## config.mk

```make
export PLATFORM = sky130hd
export DESIGN_NAME = bank_coll_arb
export DESIGN_NICKNAME = d
export VERILOG_FILES = /design/src/rtl/bca_pkg.sv /design/src/rtl/bca_bank_cmp.sv /design/src/rtl/bca_port_hold.sv /design/src/rtl/bank_coll_arb.sv
export SDC_FILE = /design/constraint.sdc
export NUM_CORES = 1
export LEC_CHECK = 0
export CAP_MARGIN = 5
export CORE_UTILIZATION = 40
export CTS_CLUSTER_DIAMETER = 120
export CTS_CLUSTER_SIZE = 10
export DETAILED_ROUTE_END_ITERATION = 8
export PLACE_DENSITY = 0.7
export RECOVER_POWER = 50
export SETUP_SLACK_MARGIN = 0.1
export SYNTH_ARGS = -nofsm -noshare
export SYNTH_HDL_FRONTEND = slang
export SYNTH_HIERARCHICAL = 1
export SYNTH_SLANG_ARGS = --single-unit
```

## constraint.sdc

```tcl
create_clock -name clk_i -period 3.4 [get_ports clk_i]
set_input_delay 0.51 -clock clk_i [delete_from_list [all_inputs] [get_ports clk_i]]
set_output_delay 0.51 -clock clk_i [all_outputs]
set_load 0.01 [all_outputs]
```

## src/rtl/bca_pkg.sv

```systemverilog
package bca_pkg;
  localparam int BANK_W = 3;
  typedef enum logic {WIN_A = 1'b0, WIN_B = 1'b1} win_e;
endpackage

```

## src/rtl/bca_bank_cmp.sv

```systemverilog
module bca_bank_cmp #(
  parameter int NCH = 4,
  parameter int AW  = 16
) (
  input  logic [NCH-1:0]    valid_a_i,
  input  logic [NCH-1:0]    valid_b_i,
  input  logic [NCH*AW-1:0] addr_a_i,
  input  logic [NCH*AW-1:0] addr_b_i,
  output logic [NCH-1:0]    hit_o
);
  import bca_pkg::*;

  for (genvar c = 0; c < NCH; c++) begin : g_ch
    logic [BANK_W-1:0] bank_a, bank_b;
    assign bank_a   = addr_a_i[c*AW +: BANK_W];
    assign bank_b   = addr_b_i[c*AW +: BANK_W];
    assign hit_o[c] = valid_a_i[c] & valid_b_i[c] & (bank_a == bank_b);
  end
endmodule

```

## src/rtl/bca_port_hold.sv

```systemverilog
module bca_port_hold #(
  parameter int NCH = 4,
  parameter int AW  = 16
) (
  input  logic              clk_i,
  input  logic              rst_ni,
  input  logic [NCH-1:0]    in_valid_i,
  input  logic [NCH-1:0]    in_we_i,
  input  logic [NCH*AW-1:0] in_addr_i,
  input  logic              capture_i,
  output logic              held_o,
  output logic [NCH-1:0]    eff_valid_o,
  output logic [NCH-1:0]    eff_we_o,
  output logic [NCH*AW-1:0] eff_addr_o
);
  logic              held_q;
  logic [NCH-1:0]    valid_q, we_q;
  logic [NCH*AW-1:0] addr_q;

  // held set replaces the live input; live input is dropped meanwhile
  assign held_o      = held_q;
  assign eff_valid_o = held_q ? valid_q : in_valid_i;
  assign eff_we_o    = held_q ? we_q    : in_we_i;
  assign eff_addr_o  = held_q ? addr_q  : in_addr_i;

  always_ff @(posedge clk_i or negedge rst_ni) begin
    if (!rst_ni) begin
      held_q  <= 1'b0;
      valid_q <= '0;
      we_q    <= '0;
      addr_q  <= '0;
    end else begin
      held_q <= capture_i;
      if (capture_i) begin
        valid_q <= eff_valid_o;
        we_q    <= eff_we_o;
        addr_q  <= eff_addr_o;
      end
    end
  end
endmodule

```

## src/rtl/bank_coll_arb.sv

```systemverilog
module bank_coll_arb #(
  parameter int NCH = 4,
  parameter int AW  = 16
) (
  input  logic              clk_i,
  input  logic              rst_ni,
  input  logic [NCH-1:0]    cmd_valid_a_i,
  input  logic [NCH-1:0]    cmd_we_a_i,
  input  logic [NCH*AW-1:0] cmd_addr_a_i,
  output logic              rdy_a_o,
  output logic              coll_a_o,
  input  logic [NCH-1:0]    cmd_valid_b_i,
  input  logic [NCH-1:0]    cmd_we_b_i,
  input  logic [NCH*AW-1:0] cmd_addr_b_i,
  output logic              rdy_b_o,
  output logic              coll_b_o,
  output logic [NCH-1:0]    mem_valid_a_o,
  output logic [NCH-1:0]    mem_we_a_o,
  output logic [NCH*AW-1:0] mem_addr_a_o,
  output logic [NCH-1:0]    mem_valid_b_o,
  output logic [NCH-1:0]    mem_we_b_o,
  output logic [NCH*AW-1:0] mem_addr_b_o
);
  import bca_pkg::*;

  logic              held_a, held_b;
  logic [NCH-1:0]    ev_a, ev_b, ew_a, ew_b, hit;
  logic [NCH*AW-1:0] ea_a, ea_b;
  logic              any_hit;
  win_e              winner;

  bca_port_hold #(.NCH(NCH), .AW(AW)) u_hold_a (
    .clk_i(clk_i), .rst_ni(rst_ni),
    .in_valid_i(cmd_valid_a_i), .in_we_i(cmd_we_a_i), .in_addr_i(cmd_addr_a_i),
    .capture_i(coll_a_o), .held_o(held_a),
    .eff_valid_o(ev_a), .eff_we_o(ew_a), .eff_addr_o(ea_a)
  );

  bca_port_hold #(.NCH(NCH), .AW(AW)) u_hold_b (
    .clk_i(clk_i), .rst_ni(rst_ni),
    .in_valid_i(cmd_valid_b_i), .in_we_i(cmd_we_b_i), .in_addr_i(cmd_addr_b_i),
    .capture_i(coll_b_o), .held_o(held_b),
    .eff_valid_o(ev_b), .eff_we_o(ew_b), .eff_addr_o(ea_b)
  );

  bca_bank_cmp #(.NCH(NCH), .AW(AW)) u_cmp (
    .valid_a_i(ev_a), .valid_b_i(ev_b),
    .addr_a_i(ea_a), .addr_b_i(ea_b),
    .hit_o(hit)
  );

  // a replaying port wins; otherwise A wins
  always_comb begin
    winner = WIN_A;
    if (held_b && !held_a) winner = WIN_B;
  end

  assign any_hit  = |hit;
  assign coll_a_o = any_hit & (winner == WIN_B);
  assign coll_b_o = any_hit & (winner == WIN_A);
  assign rdy_a_o  = ~held_a;
  assign rdy_b_o  = ~held_b;

  assign mem_valid_a_o = ev_a & {NCH{~coll_a_o}};
  assign mem_valid_b_o = ev_b & {NCH{~coll_b_o}};
  assign mem_we_a_o    = ew_a;
  assign mem_we_b_o    = ew_b;
  assign mem_addr_a_o  = ea_a;
  assign mem_addr_b_o  = ea_b;


  b_loses_quiet_chk: assert property (@(posedge clk_i) disable iff (!rst_ni)
    coll_b_o |-> (mem_valid_b_o == '0));

  stall_follows_coll_chk: assert property (@(posedge clk_i) disable iff (!rst_ni)
    (coll_a_o || coll_b_o) |=> (!rdy_a_o || !rdy_b_o));

  replay_same_set_chk: assert property (@(posedge clk_i) disable iff (!rst_ni)
    coll_b_o |=> (mem_addr_b_o == $past(cmd_addr_b_i)));

  replay_never_loses_chk: assert property (@(posedge clk_i) disable iff (!rst_ni)
    !rdy_a_o |-> !coll_a_o);

  rdy_b_short_chk: assert property (@(posedge clk_i) disable iff (!rst_ni)
    !rdy_b_o |=> rdy_b_o);

  one_stall_chk: assert property (@(posedge clk_i) disable iff (!rst_ni)
    !(held_a && held_b));
endmodule

```

==> results.yml <==
status:
  outcome: "finished with violations"
  violations: "max-capacitance violations, max-slew violations"
yosys:
  synth_area_leaders: "dfrtp_1, mux2_4, mux2_2, buf_6, xor2_1"
  ys_seq_area_frac: 0.454
  synth_nets: 651
  synth.top_cell.area_share: 0.454
  synth-seq-cells: 146
  synth_area_um2: 8040
  synth_top_area_cell: "dfrtp_1"
  yosysUniqueCellTypes: 16
  syn_area_per_cell_um2: 15.9
  ys_warn_count: 6
  syn_inst: 505
flow_run:
  drv_cap: 1
clock_network:
  cts_buffers: 17
  cts_sinks: 146
  cts_tree: "yes"
  root_buffer: "clkbuf_16"
  clk_pin_slew_ns: 0.06
  cts_max_level: 4
  cts_max_path_buffers: 2
  cts_hold_buf: 0
  insertion_delay_ns: 0.41
floorplanning:
  design.core.area_um2: 19600
  dieArea_um2: 20700
  rows: 51
  ioPinCount: 294
  die_w_um: 144
  die_height_um: 144
  initial_core_util: 0.410
power:
  power.density_nw_per_um2: 674
  total_power_uw: 8140
  leakage_uw: 0.00546
  irDropWorstVdd_v: 0.000318
worst_setup_path:
  reg2reg_depth: 10
  crit_type: "reg -> out"
  cpMostUsedCell: "buf_6"
  start_kind: "flip-flop"
  worstPathArrival_ns: 2.78
  rr_startpoint: "u_hold_b/held_o"
  cp.required_ns: 2.89
  slowest_stage: "or4_4"
  critPathMaxFanout: 7
  crit_chain: "buf_8 > mux2_2 > xor2_1 > nor4_2 > or4_4 > buf_6 > buf_6 > a21boi_2 > buf_2"
  rr_endpoint: "u_hold_b/addr_q[58]"
  cpPeakStageDelay_ns: 0.60
  ff2ff_setup_slack_ns: 0.27
  worstSetupEndpointType: "output port"
sta:
  drv_slew: 88
  post-route-period-util: 0.967
  hold_viol_final: 0
  tightest_slew_ns: 2.32
  fmax_mhz: 304
  slew_headroom: -0.546
  rsz0062_at_grt: "yes"
  fin_crit_ns: 3.29
  setup_slack_ns: 0.111
  finalSetupViolations: 0
  skew_ns: 0.00970
  fin_setup_tns_ns: 0
min_path:
  hold-path-endpoint: "u_hold_b/addr_q[2]"
  holdPathStages: 1
  holdCritStartpoint: "u_hold_b/addr_q[2]"
  hold_class: "reg -> reg"
cells_and_area:
  area.growth.synth_to_final_pct: 50.2
  drive_gt1_frac: 0.448
  fin_nets: 964
drt:
  route.vias.total: 5322
  first_pass_iters: 4
  post_drt_via_cell_ratio: 4.86
  routed_wl_um: 20900
  ant_nets: 0
  drt_iter0_drc: 156
  wl_per_cell_um: 19.1
  drcViolationCount: 0
global_routing:
  grt_pass1_vias: 5915
  grt_pass1_wl_um: 32100
  antenna_found_initial: 1
  grt_overflow: 0
  grt_max_degree: 89
  grt_usage: 0.204
place:
  hpwl_um: 14900
  pre_cts_ws_ns: -0.0943
  globalplace.congestion: 0.771
  port_buffers: 293
report_power, final:
part | internal [uW] | switching [uW] | total [uW] | leakage, uW
clock network | 1230 | 737 | 1970 | 0.000290
logic | 2130 | 1070 | 3210 | 0.00336
registers | 2530 | 436 | 2970 | 0.00181
worst max path at each step:
stage / start / slack [ns] / endpoint / cells after the start
after floorplan: u_hold_b/held_o / 0.65 / u_hold_b/addr_q[0] / 11
after global placement: cmd_addr_a_i[17] / -0.03 / mem_valid_b_o[3] / 7
after detailed placement: cmd_addr_a_i[17] / -0.09 / mem_valid_a_o[2] / 7
after CTS: u_hold_a/held_o / 0.09 / mem_valid_b_o[3] / 9
after global routing: u_hold_b/held_o / 0.02 / mem_valid_a_o[1] / 9
final: u_hold_b/held_o / 0.11 / mem_valid_b_o[3] / 9
sequential cells by signal, indices dropped and copies added (netlist names):
signal            count
u_hold_a/addr_q      64
u_hold_b/addr_q      64
u_hold_a/valid_q      4
u_hold_a/we_q         4
u_hold_b/valid_q      4
u_hold_b/we_q         4
u_hold_a/held_o       1
u_hold_b/held_o       1
cells in the mapped netlist:
master and number:
xor2_1 12, dfrtp_1 146, nor4_1 1, nand2b_4 2, inv_1 2, mux2_2 148, mux2_4 140, nor4_2 4
nand2_1 4, buf_2 14, nand2b_1 1, or4_4 1, a21boi_2 8, buf_6 19, nor2_1 2, nor2b_1 1
timing repair:
item	CTS	global route
gates cloned	1	1
resized for setup	39	15
setup endpoints to repair	10	7
pin swaps	7	8
buffers inserted	11	4
metal layers:
layer,global-route usage,vias up,wire (um)
li1,-,2450,-
met1,0.250,2657,8870
met2,0.339,183,10200
met3,0.0493,32,1160
met4,0.0924,0,651
met5,0,-,0
final cells by class:
cell class | count | area [um2]
clock inverter | 12 | 183
fill | 1525 | 7510
inverter | 2 | 7.51
timing repair buffer | 327 | 3280
antenna | 1 | 2.50
tap | 265 | 332
multi-input combinational | 324 | 4190
sequential | 146 | 3660
clock buffer | 19 | 433
worst max-delay path: cells and delay by family, from the launching register on:
kind,cells,cell delay (ns)
simple gates,2,0.67
mux,1,0.37
xor+xnor,1,0.20
compound gates,1,0.11
flops,1,0.47
buf+inv,4,0.55
through the flow:
stage | instances | instance area (um2) | hold WS, ns | utilization
floorplan | 505 | 8040 | 0.214 | -
global placement | 1047 | 11200 | 0.485 | 0.573
detailed placement | 1047 | 11200 | 0.488 | 0.573
CTS | 1090 | 12000 | 0.199 | 0.614
global route | 1096 | 12100 | 0.512 | 0.616
finish | 1096 | 12100 | 0.493 | 0.616
cell usage in the layout, fill, tap and decap left out, types with 3 or more instances in the layout:
master / instances
buf_4: 16
dfrtp_1: 144
clkbuf_1: 4
buf_12: 6
buf_2: 4
buf_6: 5
bufinv_16: 4
clkbuf_2: 4
xor2_1: 4
mux2_1: 10
mux2_2: 141
mux2_4: 137
dlygate4sd2_1: 4
nand2_1: 3
a21boi_2: 8
xor2_2: 6
dlygate4sd3_1: 57
clkdlybuf4s50_1: 225
clkbuf_16: 18
clkinvlp_4: 3
cells by family after synthesis:
group / count (synthesis) / synth area share
compound gates: 8 / 0.0112
xor+xnor: 12 / 0.0131
buf+inv: 35 / 0.0363
flops: 146 / 0.454
mux: 288 / 0.469
simple gates: 16 / 0.0162
Note: power is estimated with default switching activity, not from simulation.
